===== src/rtl/mcob_pkg.sv =====
package mcob_pkg;
  // address window decode: bits 15:13 of a write address
  localparam logic [2:0] WIN_TAG     = 3'b011;
  localparam int         ADDR_W      = 16;
  // register roles inside the set
  localparam int         CHR_BASE_IX = 0;
  localparam int         PRG_BASE_IX = 1;
  localparam int         CHR_CTL_IX  = 2;
  localparam int         PRG_CTL_IX  = 3;
  // field positions within the control registers
  localparam int         LOCK_BIT    = 6;
  localparam int         PRG_CLR_W   = 6;
  localparam int         SIZE_W      = 3;
  localparam int         CHR_HI_BIT  = 4;
endpackage


===== src/rtl/mcob_reset_sync.sv =====
module mcob_reset_sync (
  input  logic clk,
  input  logic rst_n_i,
  output logic rst_n_o
);
  logic meta_q;
  logic sync_q;

  always_ff @(posedge clk or negedge rst_n_i) begin
    if (!rst_n_i) begin
      meta_q <= 1'b0;
      sync_q <= 1'b0;
    end else begin
      meta_q <= 1'b1;
      sync_q <= meta_q;
    end
  end

  assign rst_n_o = sync_q;
endmodule


===== src/rtl/mcob_wr_ctrl.sv =====
module mcob_wr_ctrl #(
  parameter int NUM_REGS = 4,
  parameter int ADDR_W   = 16,
  localparam int PTR_W   = (NUM_REGS > 1) ? $clog2(NUM_REGS) : 1
) (
  input  logic                clk,
  input  logic                rst_n,
  input  logic [ADDR_W-1:0]   cpu_addr,
  input  logic                cpu_wr,
  input  logic                locked,
  output logic [NUM_REGS-1:0] wr_sel
);
  import mcob_pkg::*;

  logic             in_window;
  logic             accept;
  logic [PTR_W-1:0] ptr_q;
  logic [PTR_W-1:0] ptr_d;
  logic             ptr_en;

  assign in_window = (cpu_addr[ADDR_W-1 -: 3] == WIN_TAG);
  assign accept    = cpu_wr && in_window && !locked;

  always_comb begin
    ptr_en = accept;
    if (ptr_q == PTR_W'(NUM_REGS - 1)) begin
      ptr_d = '0;
    end else begin
      ptr_d = ptr_q + PTR_W'(1);
    end
  end

  always_ff @(posedge clk or negedge rst_n) begin
    if (!rst_n) begin
      ptr_q <= '0;
    end else if (ptr_en) begin
      ptr_q <= ptr_d;
    end
  end

  for (genvar g = 0; g < NUM_REGS; g++) begin : g_sel
    assign wr_sel[g] = accept && (ptr_q == PTR_W'(g));
  end

  AST_PTR_STEP: assert property (@(posedge clk) disable iff (!rst_n)
    (accept && ptr_q != PTR_W'(NUM_REGS - 1)) |=> (ptr_q == $past(ptr_q) + PTR_W'(1)));
  AST_PTR_WRAP: assert property (@(posedge clk) disable iff (!rst_n)
    (accept && ptr_q == PTR_W'(NUM_REGS - 1)) |=> (ptr_q == '0));
  AST_SEL_ONEHOT: assert property (@(posedge clk) disable iff (!rst_n)
    $onehot0(wr_sel));
  AST_OUTSIDE_HOLD: assert property (@(posedge clk) disable iff (!rst_n)
    (cpu_wr && !in_window) |=> $stable(ptr_q));
  AST_LOCK_HOLD: assert property (@(posedge clk) disable iff (!rst_n)
    locked |=> $stable(ptr_q));
  AST_PTR_RESET: assert property (@(posedge clk)
    !rst_n |-> (ptr_q == '0));
endmodule


===== src/rtl/mcob_regfile.sv =====
module mcob_regfile #(
  parameter int NUM_REGS = 4,
  parameter int REG_W    = 8
) (
  input  logic                      clk,
  input  logic                      rst_n,
  input  logic [NUM_REGS-1:0]       wr_sel,
  input  logic [REG_W-1:0]          wr_data,
  output logic [NUM_REGS*REG_W-1:0] regs_flat
);
  for (genvar g = 0; g < NUM_REGS; g++) begin : g_reg
    logic [REG_W-1:0] q;
    logic [REG_W-1:0] d;
    logic             en;

    always_comb begin
      en = wr_sel[g];
      d  = wr_data;
    end

    always_ff @(posedge clk or negedge rst_n) begin
      if (!rst_n) begin
        q <= '0;
      end else if (en) begin
        q <= d;
      end
    end

    assign regs_flat[g*REG_W +: REG_W] = q;
  end

  AST_IDLE_STABLE: assert property (@(posedge clk) disable iff (!rst_n)
    (wr_sel == '0) |=> $stable(regs_flat));
  AST_REGS_RESET: assert property (@(posedge clk)
    !rst_n |-> (regs_flat == '0));
endmodule


===== src/rtl/mcob_prg_map.sv =====
module mcob_prg_map #(
  parameter int PRG_W = 8,
  parameter int CLR_W = 6
) (
  input  logic [PRG_W-1:0] inner,
  input  logic [CLR_W-1:0] clr_bits,
  input  logic [PRG_W-1:0] base,
  output logic [PRG_W-1:0] bank
);
  logic [PRG_W-1:0] keep;

  always_comb begin
    keep = '1;
    for (int i = 0; i < PRG_W; i++) begin
      if (i < CLR_W) keep[i] = !clr_bits[i];
    end
    bank = (inner & keep) | base;
  end
endmodule


===== src/rtl/mcob_chr_map.sv =====
module mcob_chr_map #(
  parameter int CHR_W  = 8,
  parameter int SIZE_W = 3,
  localparam int OUT_W = CHR_W + 1
) (
  input  logic [CHR_W-1:0]  inner,
  input  logic [SIZE_W-1:0] size_sel,
  input  logic [CHR_W-1:0]  base,
  input  logic              hi_bit,
  output logic [OUT_W-1:0]  bank
);
  logic [CHR_W-1:0] mask;

  always_comb begin
    for (int i = 0; i < CHR_W; i++) begin
      mask[i] = (i <= int'(size_sel));
    end
    bank = {hi_bit, (inner & mask) | base};
  end
endmodule


===== src/rtl/mcob_outer_bank.sv =====
module mcob_outer_bank #(
  parameter int NUM_REGS = 4,
  parameter int REG_W    = 8,
  parameter int PRG_W    = 8,
  parameter int CHR_W    = 8,
  localparam int CHR_OUT_W = CHR_W + 1
) (
  input  logic                  clk,
  input  logic                  rst_n,
  input  logic [15:0]           cpu_addr,
  input  logic                  cpu_wr,
  input  logic [REG_W-1:0]      cpu_wdata,
  input  logic [PRG_W-1:0]      inner_prg,
  input  logic [CHR_W-1:0]      inner_chr,
  output logic [PRG_W-1:0]      prg_bank,
  output logic [CHR_OUT_W-1:0]  chr_bank
);
  import mcob_pkg::*;

  logic                      rst_sync_n;
  logic [NUM_REGS-1:0]       wr_sel;
  logic [NUM_REGS*REG_W-1:0] regs_flat;
  logic [REG_W-1:0]          r_chr_base;
  logic [REG_W-1:0]          r_prg_base;
  logic [REG_W-1:0]          r_chr_ctl;
  logic [REG_W-1:0]          r_prg_ctl;
  logic                      locked;

  mcob_reset_sync u_rst (
    .clk     (clk),
    .rst_n_i (rst_n),
    .rst_n_o (rst_sync_n)
  );

  mcob_wr_ctrl #(.NUM_REGS(NUM_REGS), .ADDR_W(ADDR_W)) u_wr (
    .clk      (clk),
    .rst_n    (rst_sync_n),
    .cpu_addr (cpu_addr),
    .cpu_wr   (cpu_wr),
    .locked   (locked),
    .wr_sel   (wr_sel)
  );

  mcob_regfile #(.NUM_REGS(NUM_REGS), .REG_W(REG_W)) u_regs (
    .clk       (clk),
    .rst_n     (rst_sync_n),
    .wr_sel    (wr_sel),
    .wr_data   (cpu_wdata),
    .regs_flat (regs_flat)
  );

  assign r_chr_base = regs_flat[CHR_BASE_IX*REG_W +: REG_W];
  assign r_prg_base = regs_flat[PRG_BASE_IX*REG_W +: REG_W];
  assign r_chr_ctl  = regs_flat[CHR_CTL_IX*REG_W +: REG_W];
  assign r_prg_ctl  = regs_flat[PRG_CTL_IX*REG_W +: REG_W];
  assign locked     = r_prg_ctl[LOCK_BIT];

  mcob_prg_map #(.PRG_W(PRG_W), .CLR_W(PRG_CLR_W)) u_prg (
    .inner    (inner_prg),
    .clr_bits (r_prg_ctl[PRG_CLR_W-1:0]),
    .base     (r_prg_base[PRG_W-1:0]),
    .bank     (prg_bank)
  );

  mcob_chr_map #(.CHR_W(CHR_W), .SIZE_W(SIZE_W)) u_chr (
    .inner    (inner_chr),
    .size_sel (r_chr_ctl[SIZE_W-1:0]),
    .base     (r_chr_base[CHR_W-1:0]),
    .hi_bit   (r_chr_ctl[CHR_HI_BIT]),
    .bank     (chr_bank)
  );

  AST_CHR_BASE_SET: assert property (@(posedge clk) disable iff (!rst_sync_n)
    ((chr_bank[CHR_W-1:0] & r_chr_base[CHR_W-1:0]) == r_chr_base[CHR_W-1:0]));
  AST_CHR_LSB_PASS: assert property (@(posedge clk) disable iff (!rst_sync_n)
    (chr_bank[0] == (inner_chr[0] | r_chr_base[0])));
  AST_PRG_BASE_SET: assert property (@(posedge clk) disable iff (!rst_sync_n)
    ((prg_bank & r_prg_base[PRG_W-1:0]) == r_prg_base[PRG_W-1:0]));
  AST_PRG_CLEARED: assert property (@(posedge clk) disable iff (!rst_sync_n)
    ((prg_bank[PRG_CLR_W-1:0] & r_prg_ctl[PRG_CLR_W-1:0] & ~r_prg_base[PRG_CLR_W-1:0]) == '0));
  AST_LOCK_FREEZE: assert property (@(posedge clk) disable iff (!rst_sync_n)
    locked |=> $stable(regs_flat));
endmodule


===== config.mk =====
export PLATFORM = sky130hd
export DESIGN_NAME = mcob_outer_bank
export DESIGN_NICKNAME = d
export VERILOG_FILES = /design/src/rtl/mcob_pkg.sv /design/src/rtl/mcob_reset_sync.sv /design/src/rtl/mcob_wr_ctrl.sv /design/src/rtl/mcob_regfile.sv /design/src/rtl/mcob_prg_map.sv /design/src/rtl/mcob_chr_map.sv /design/src/rtl/mcob_outer_bank.sv
export SDC_FILE = /design/constraint.sdc
export NUM_CORES = 1
export LEC_CHECK = 0
export BUFFER_PORTS_ARGS = -buffer_cell sky130_fd_sc_hd__clkbuf_2
export CAP_MARGIN = 5
export CORE_UTILIZATION = 47
export DETAILED_ROUTE_END_ITERATION = 10
export PLACE_DENSITY_LB_ADDON = 0.15
export SYNTH_ARGS = -nofsm -noshare
export SYNTH_HDL_FRONTEND = slang
export SYNTH_SLANG_ARGS = --single-unit
export TNS_END_PERCENT = 20

===== constraint.sdc =====
create_clock -name clk -period 1.3 [get_ports clk]
set_clock_uncertainty 0.2 [all_clocks]
set_input_delay 0.065 -clock clk [delete_from_list [all_inputs] [get_ports clk]]
set_output_delay 0.065 -clock clk [all_outputs]
set_load 0.005 [all_outputs]

# --- Word-level counts from Yosys, hierarchy flattened ---
# Index checks and enable logic that the tools add are counted.
classes:
  n_addsub: 1
  magnitude_cmp: 7
  eq_ne: 4
  mux: 1
  bitwise_logic: 4
  n_reduce_logical: 14
op_table:
  columns: ["cell", "count"]
  rows:
  - ["bitwise AND 8 bit", 2]
  - ["OR 8 bit", 2]
  - ["<= comparator 3 bit, first input constant", 4]
  - ["logical NOT 1 bit", 7]
  - ["<= comparator 2 x 3 -> 1 bit, first input constant", 2]
  - ["logical AND 1 bit", 6]
  - ["== test 2 bit, second input constant", 2]
  - ["== test 3 x 2 -> 1 bit, second input constant", 1]
  - ["<= comparator 1 x 3 -> 1 bit, first input constant", 1]
  - ["adder 2 x 1 -> 2 bit, second input constant", 1]
  - ["== test 2 x 1 -> 1 bit, second input constant", 1]
  - ["logical NOT 2 bit", 1]
  - ["2-to-1 mux 2 bit", 1]
word_totals:
  reg_bits: 32
  in_bits: 43
  output_inout_bits: 17
  word_cells: 38

# --- Depth between registers and ports, before layout ---
# Gate-level depths: netlist of the first run.
logic_depth:
  depth_word: 4
  ltp_mapped: 5
  depth_no_buf: 4

# --- Modules after synthesis ---
# A second synthesis of the first run with hierarchy kept.
unflattened:
  cells_unflattened: 117
  hier_area_um2: 1759.2
modules_own_cells:
  columns: ["mod", "instances", "cells_per_inst", "area_each_um2", "seq_area_each_um2"]
  rows:
  - ["mcob_regfile", 1, 68, 1326.3, 800.8]
  - ["mcob_wr_ctrl", 1, 17, 203.9, 50.0]
  - ["mcob_chr_map", 1, 15, 95.1, 0.0]
  - ["mcob_prg_map", 1, 14, 80.1, 0.0]
  - ["mcob_reset_sync", 1, 3, 53.8, 50.0]

# --- Worst setup path before layout of the first run ---
# No wires, ideal clock.
synth_timing:
  kind: "register to register"
  from: "reg u_regs.g_reg[3].q[6]"
  to: "reg u_regs.g_reg[0].q[0]"
  setup_time_ns: 0.125
  arrival_time_ns: 1.332
  t_required_ns: 0.975
  setup_slack_ns: -0.357
  path_stages_with_launch: 5
  n_path_buf: 1
  synth_period_minus_slack_ns: 1.657
  path_cell_list: "dfrtp_1 -> nor4bb_4 -> and3_1 -> buf_6 -> mux2_2"
synth_via:
  elab_chain_cells: 3
synth_rtl:
  columns: ["item", "line", "text"]
  rows:
  - ["start, declared", "mcob_regfile.sv:12", "logic [REG_W-1:0] q;"]
  - ["start signal, assigned", "mcob_regfile.sv:23", "q <= '0;"]
  - ["start signal, assigned", "mcob_regfile.sv:25", "q <= d;"]
  - ["logical NOT 1 bit", "mcob_wr_ctrl.sv:22", "assign accept = cpu_wr && in_window && !locked;"]
  - ["logical AND 1 bit", "mcob_wr_ctrl.sv:22", null]
  - ["logical AND 1 bit", "mcob_wr_ctrl.sv:42", "assign wr_sel[g] = accept && (ptr_q == PTR_W'(g));"]
  - ["end signal, assigned", "mcob_regfile.sv:23", null]
  - ["end signal, assigned", "mcob_regfile.sv:25", null]
  - ["end, declared", "mcob_regfile.sv:12", null]
# Every way passes these cells.
# A chain may end at the register's enable or synchronous reset.

# --- Final worst setup path of the first run ---
layout_timing:
  from: "reg u_regs.g_reg[3].q[6]"
  to: "reg u_regs.g_reg[1].q[7]"
layout_via:
  elab_chain_cells: 3
layout_rtl:
  columns: ["item", "line"]
  rows:
  - ["logical NOT 1 bit", "mcob_wr_ctrl.sv:22"]
  - ["logical AND 1 bit", "mcob_wr_ctrl.sv:22"]
  - ["logical AND 1 bit", "mcob_wr_ctrl.sv:42"]
  - ["end signal, assigned", "mcob_regfile.sv:23"]
  - ["end signal, assigned", "mcob_regfile.sv:25"]
  - ["end, declared", "mcob_regfile.sv:12"]
# Every way passes these cells.

==> results of run 1 <==
power by group through the flow:
stage | clock network (mW) | logic [mW] | registers (mW)
after floorplan | 0 | 0.825 | 1.62
after global placement | 0 | 1.23 | 1.70
after detailed placement | 0 | 1.29 | 1.73
after CTS | 0.805 | 1.36 | 1.73
after global routing | 0.846 | 1.49 | 1.80
final | 0.780 | 1.34 | 1.73
timing repair:
action                                  CTS  global route
pin swaps                                 6             4
cloned                                    0             0
hold buffers                             11             0
setup buffers                             1             0
resized for setup                        11             0
endpoints found under the setup margin   40            45
hold endpoints to repair                 31             0
how the worst min path moves through the flow:
| stage | start | end | slack [ns] | depth (start not counted) |
|---|---|---|---|---|
| 3_3_place_gp | rst_n | u_rst.meta_q | -0.35 | 1 |
| 5_1_grt | cpu_addr[15] | u_wr.ptr_q[1] | 0.06 | 5 |
| 6_report | u_rst.rst_n_o | u_regs.g_reg[2].q[1] | 0.05 | 1 |
| 4_1_cts | u_rst.rst_n_o | u_regs.g_reg[1].q[4] | 0.06 | 1 |
| 2_1_floorplan | rst_n | u_rst.meta_q | -0.43 | 0 |
| 3_5_place_dp | rst_n | u_rst.meta_q | -0.35 | 1 |
state kept, by name, summed over array words and instances (netlist names):
register / count
u_regs.g.q: 27
u_rst.meta_q: 1
u_rst.rst_n_o: 1
u_wr.ptr_q: 2
layout make-up:
class                           count  area share
Inverter                            8     0.01535
Sequential cell                    31      0.3977
Clock inverter                      2     0.01790
Timing Repair Buffer               68      0.2219
Tap cell                           31     0.01982
Multi-Input combinational cell     61      0.3012
Clock buffer                        6     0.02621
layer usage:
layer / share of wire / routed length, um
met1: 0.41 / 1177
met2: 0.53 / 1521
met3: 0.047 / 134
met4: 0.0056 / 16
met5: 0 / 0
cell usage after synthesis, drive strengths merged:
cell type  count
a21o          10
inv            8
nor4bb         1
ha             4
conb           1
o31ai          1
dfrtp         31
a41o           1
buf            5
and3           4
a31o           1
nand2b         3
clkbuf         1
mux2          28
or2            3
nor2           1
nand2          1
o211ai         1
o21ai          1
cell families after synthesis:
group,after synthesis,share of synthesized area
mux,28,0.2195
compound gates,15,0.07927
fa+ha+maj,4,0.03484
flops,31,0.5401
other cells,1,0.002611
simple gates,13,0.06619
buf+inv,14,0.05748
layout by cell type (no fill, tap or decap):
cell           synthesis  final
dlygate4sd3_1          0     11
clkinv_2               0      1
o21ai_1                0      1
inv_1                  8      8
clkbuf_2               0     46
mux2_2                27     27
bufinv_16              0      1
dfrtp_1               31     29
and3_2                 0      1
dfrtp_2                0      2
o211ai_1               1      1
a31o_2                 1      1
mux2_1                 1      1
buf_6                  3      3
nand2_2                0      1
conb_1                 1      1
o31ai_1                1      1
ha_1                   4      4
clkbuf_8               0      1
a21o_1                10     10
clkbuf_4               0      5
nor2_1                 1      1
a41o_1                 1      1
nor4bb_4               1      1
buf_4                  2      8
and3_1                 4      3
or2_4                  0      3
nand2b_1               3      3
==> flow_metrics.env, run 1 <==
export IMPL_status="complete, but fails checks"
export IMPL_violations="DRC, setup timing"
export IMPL_grt_use_met2=0.3866
export IMPL_crit_chain="nor4bb_4 > and3_1 > buf_4 > mux2_2"
export IMPL_cellPowerDensity_nw_per_um2=1965
export IMPL_die_height_um=57.28
export IMPL_tns_ns=-14.39
export IMPL_core_area_um2=2829
export IMPL_cts_htree_levels=2
export IMPL_cts_tree="done"
export IMPL_switchingPower_mw=1.123
export IMPL_syn_nets=153
export IMPL_grt_max_degree=30
export IMPL_min_period_over_period=1.387
export IMPL_hold_ws_ns=0.04747
export IMPL_worstSkewPairLatency_ns=0.32
export IMPL_num_vias=1077
export IMPL_place_area_um2=1728
export IMPL_clkTransAtPathRegs_ns=0.10
export IMPL_sw_frac_of_total=0.2921
export IMPL_yosys_cell_types_count=21
export IMPL_p_int_mw=2.723
export IMPL_max_stage_delay_ns=0.42
export IMPL_io_buffers=46
export IMPL_drv_cap=0
export IMPL_drtIter0Drc=35
export IMPL_ctsLongestPathBuffers=2
export IMPL_drive_above_1_share=0.5739
export IMPL_clock_fmax_mhz=554.7
export IMPL_grtUsageMet1=0.2139
export IMPL_seq_area_um2=778.2
export IMPL_rsz0062_at_grt="true"
export IMPL_critical_path_startpoint="u_regs.g_reg[3].q[6]"
export IMPL_total_leakage_power_nw=1.059
export IMPL_clockRootBuffer="clkbuf_4"
export IMPL_yosysSeqAreaShare=0.5401
export IMPL_critPathLaunchType="flip-flop"
export IMPL_irDropWorstVdd_mv=1.050
export IMPL_antenna_found_initial=0
export IMPL_final_cells=207
export IMPL_netlist_instances=106
export IMPL_synthTopCellsByArea="dfrtp_1 54%, mux2_2 21%, a21o_1 5.2%"
export IMPL_use_met3=0.06122
export IMPL_dr_pass1_iters=7
export IMPL_io_pins=60
export IMPL_yosys_area_top_type="dfrtp_1"
export IMPL_path_buf_inv=1
export IMPL_crit_reg2reg_capture="u_regs.g_reg[1].q[7]"
export IMPL_yosysWarnings=0
export IMPL_antennaDiodeCount=0
export IMPL_final_antenna_net_count=0
export IMPL_top_usage_layer="met2"
export IMPL_worstRegToRegCells=4
export IMPL_holdCritPathClass="flip-flop to asynchronous set/reset pin"
export IMPL_n_fill_cell=228
export IMPL_syn_avg_cell_area_um2=13.55
export IMPL_grt_pass1_wl_mm=4.912
export IMPL_critical_path_class="flip-flop to flip-flop"
export IMPL_crit_arrival_ns=1.82
export IMPL_hpwlAfterDp_mm=2.183
export IMPL_grt_usage=0.2034
export IMPL_num_rows=19
export IMPL_syn_area_um2=1436
export IMPL_viasPerCell=5.203
export IMPL_fin_util=0.6917
export IMPL_fin_crit_ns=1.803
export IMPL_synth_top_area_share=0.5401
export IMPL_totalWireLength_mm=2.849
export IMPL_ys_ff_latch=31
export IMPL_power_frac_clock=0.203
export IMPL_cp_required_ns=1.31
export IMPL_reg2reg_from="u_regs.g_reg[3].q[6]"
export IMPL_dieArea_um2=3281
export IMPL_worstSetupEndpoint="u_regs.g_reg[1].q[7]"
export IMPL_slew_violations=0
export IMPL_comb_power_share=0.349
export IMPL_globalplace_congestion=0.7050
export IMPL_crit_slowest_cell="dfrtp_1"
export IMPL_start_util=0.5077
export IMPL_dp_cells=187
export IMPL_fp_dieW_um=57.28
export IMPL_nets=222
export IMPL_crit_cells=4
export IMPL_gr_total_overflow=0
export IMPL_path_delay_family="simple AND/OR/NAND/NOR gates"
export IMPL_wl_per_cell_um=13.76
export IMPL_end_kind="flip-flop"
export IMPL_syn2layout_area_growth_pct=36.24
export IMPL_setup_viol=39
export IMPL_clock_sinks=31
export IMPL_multi_input_area_um2=589.3
export IMPL_grt_pass1_vias=1172
export IMPL_design_area_um2=1957
export IMPL_final_hold_violation_count=0
export IMPL_dp_slack_ns=-0.4855
export IMPL_post_route_drc_count=6
export IMPL_cp_max_fo=5
export IMPL_seq_power_share=0.449
export IMPL_cts_buffers=5
export IMPL_ff2ff_setup_slack_ns=-0.50
export IMPL_power_total_mw=3.846
export IMPL_finalWorstSetupSlack_ns=-0.5029
(Power assumes the default switching activity.)
==> inputs of run 2 (changes only) <==
--- a/config.mk
+++ b/config.mk
@@ -10,6 +10,7 @@
 export CORE_UTILIZATION = 47
 export DETAILED_ROUTE_END_ITERATION = 10
 export PLACE_DENSITY_LB_ADDON = 0.15
+export REMOVE_ABC_BUFFERS = 1
 export SYNTH_ARGS = -nofsm -noshare
 export SYNTH_HDL_FRONTEND = slang
 export SYNTH_SLANG_ARGS = --single-unit
==> run 2 against run 1 <==
- worst hold slack got worse by 0.037 ns
- clock power fell by 28%
- critical endpoint is now u_regs.g_reg[3].q[3]
- register-to-register slack improved by 0.02 ns
- highest routed layer unchanged
- the run still ends with DRC, setup timing left
==> flow_metrics.env, run 2 (same netlist as run 1, synthesis figures left out) <==
export IMPL_viasPerCell=5.174
export IMPL_min_period_over_period=1.374
export IMPL_clkTransAtPathRegs_ns=0.09
export IMPL_hpwlAfterDp_mm=2.118
export IMPL_die_height_um=57.28
export IMPL_critical_path_class="flip-flop to flip-flop"
export IMPL_design_area_um2=1942
export IMPL_grt_usage=0.2048
export IMPL_syn2layout_area_growth_pct=35.19
export IMPL_switchingPower_mw=1.118
export IMPL_critPathLaunchType="flip-flop"
export IMPL_place_area_um2=1718
export IMPL_largest_reg_flops=27
export IMPL_holdCritPathClass="input port to flip-flop"
export IMPL_worstSkewPairLatency_ns=0.31
export IMPL_final_antenna_net_count=0
export IMPL_reg_top3="u_regs.g.q: 27 flops, u_wr.ptr_q: 2 flops"
export IMPL_crit_slowest_cell="dfrtp_1"
export IMPL_max_stage_delay_ns=0.42
export IMPL_slew_violations=0
export IMPL_cts_buffers=5
export IMPL_clock_fmax_mhz=560.0
export IMPL_fin_crit_ns=1.786
export IMPL_wl_per_cell_um=14.47
export IMPL_total_leakage_power_nw=1.046
export IMPL_sw_frac_of_total=0.3030
export IMPL_power_total_mw=3.689
export IMPL_cellPowerDensity_nw_per_um2=1899
export IMPL_grt_pass1_vias=1072
export IMPL_clockRootBuffer="clkbuf_4"
export IMPL_fp_dieW_um=57.28
export IMPL_antenna_found_initial=0
export IMPL_core_area_um2=2829
export IMPL_final_cells=201
export IMPL_drv_cap=0
export IMPL_critical_path_startpoint="u_regs.g_reg[3].q[6]"
export IMPL_antennaDiodeCount=0
export IMPL_num_rows=19
export IMPL_violations="DRC, setup timing"
export IMPL_drive_above_1_share=0.5647
export IMPL_final_hold_violation_count=0
export IMPL_crit_chain="nor4bb_4 > and3_1 > buf_4 > mux2_2"
export IMPL_mostFrequentLayoutCell="clkbuf_2"
export IMPL_dr_pass1_iters=7
export IMPL_dieArea_um2=3281
export IMPL_nets=217
export IMPL_largest_register="u_regs.g.q"
export IMPL_io_buffers=46
export IMPL_path_delay_family="simple AND/OR/NAND/NOR gates"
export IMPL_rsz0062_at_grt="true"
export IMPL_power_frac_clock=0.152
export IMPL_cts_htree_levels=2
export IMPL_p_int_mw=2.571
export IMPL_status="complete, but fails checks"
export IMPL_comb_power_share=0.373
export IMPL_drtIter0Drc=20
export IMPL_gr_total_overflow=0
export IMPL_end_kind="flip-flop"
export IMPL_finalWorstSetupSlack_ns=-0.4856
export IMPL_dp_cells=184
export IMPL_num_vias=1040
export IMPL_crit_arrival_ns=1.79
export IMPL_cp_required_ns=1.31
export IMPL_cts_tree="done"
export IMPL_post_route_drc_count=4
export IMPL_globalplace_congestion=0.7904
export IMPL_reg2reg_from="u_regs.g_reg[3].q[6]"
export IMPL_totalWireLength_mm=2.909
export IMPL_cp_max_fo=5
export IMPL_ctsLongestPathBuffers=2
export IMPL_mostFrequentLayoutCells="46 x clkbuf_2, 29 x dfrtp_1, 14 x mux2_2"
export IMPL_io_pins=60
export IMPL_fin_util=0.6864
export IMPL_seq_power_share=0.475
export IMPL_grt_pass1_wl_mm=4.933
export IMPL_post_cts_buffers=0
export IMPL_min_from="cpu_addr[15]"
export IMPL_path_buf_inv=1
export IMPL_hold_ws_ns=0.01065
export IMPL_start_util=0.5077
export IMPL_grt_max_degree=30
export IMPL_clock_sinks=31
export IMPL_irDropWorstVdd_mv=1.230
export IMPL_setup_viol=39
==> run 2: layout make-up <==
class | count | area (um2)
fillers | 223 | 887.1
clock buffers | 6 | 51.30
well taps | 31 | 38.79
clock inverters | 1 | 5.005
inverters | 8 | 30.03
repair buffers | 63 | 392.9
multi-input cells | 61 | 645.6
flip-flops and latches | 31 | 778.2
==> run 2: worst min-delay path, cell delays in order <==
cell,delay [ns]
clkbuf_2,0.10
nor4bb_4,0.05
nand2_1,0.11
mux2_2,0.16
==> run 2: path summary, 6_finish.rpt <==
path,endpoint,slack (ns),cells past startpoint
worst min-delay path,u_wr.ptr_q[1],0.01,4
worst max register to register,u_regs.g_reg[3].q[3],-0.49,4
worst min register to register,u_regs.g_reg[0].q[0],0.04,1
min in group asynchronous,u_regs.g_reg[0].q[0],0.04,1
max in group asynchronous,u_rst.meta_q,0.39,3
worst max-delay path,u_regs.g_reg[3].q[3],-0.49,4
==> run 2: what timing repair did <==
action / 4_1_cts / 5_1_grt
setup endpoints to repair: 39 / 43
endpoints found under the hold margin: 31 / 0
pin swaps: 4 / 6
hold buffers: 11 / 0
gates resized for setup: 14 / 10
==> run 2: metrics by stage <==
step | TNS, ns | setup slack, ns
after global routing | -16.98 | -0.5809
after global placement | -11.37 | -0.4309
after floorplan | -10.70 | -0.4253
final | -13.61 | -0.4856
after detailed placement | -12.57 | -0.4892
after CTS | -13.92 | -0.4921
==> run 2: power by group through the flow <==
stage / clock network [mW] / registers [mW] / logic [mW]
after floorplan: 0 / 1.64 / 0.765
after global placement: 0 / 1.73 / 1.16
after detailed placement: 0 / 1.76 / 1.21
after CTS: 0.574 / 1.74 / 1.34
after global routing: 0.632 / 1.82 / 1.53
final: 0.561 / 1.75 / 1.37
==> run 2: routing by layer <==
layer	track usage	wire, um	vias to the layer above
met2	0.3412	1447	37
met3	0.04989	146	6
li1	-	-	488
met4	0.07317	50	0
met1	0.2621	1265	509
met5	0	0	-
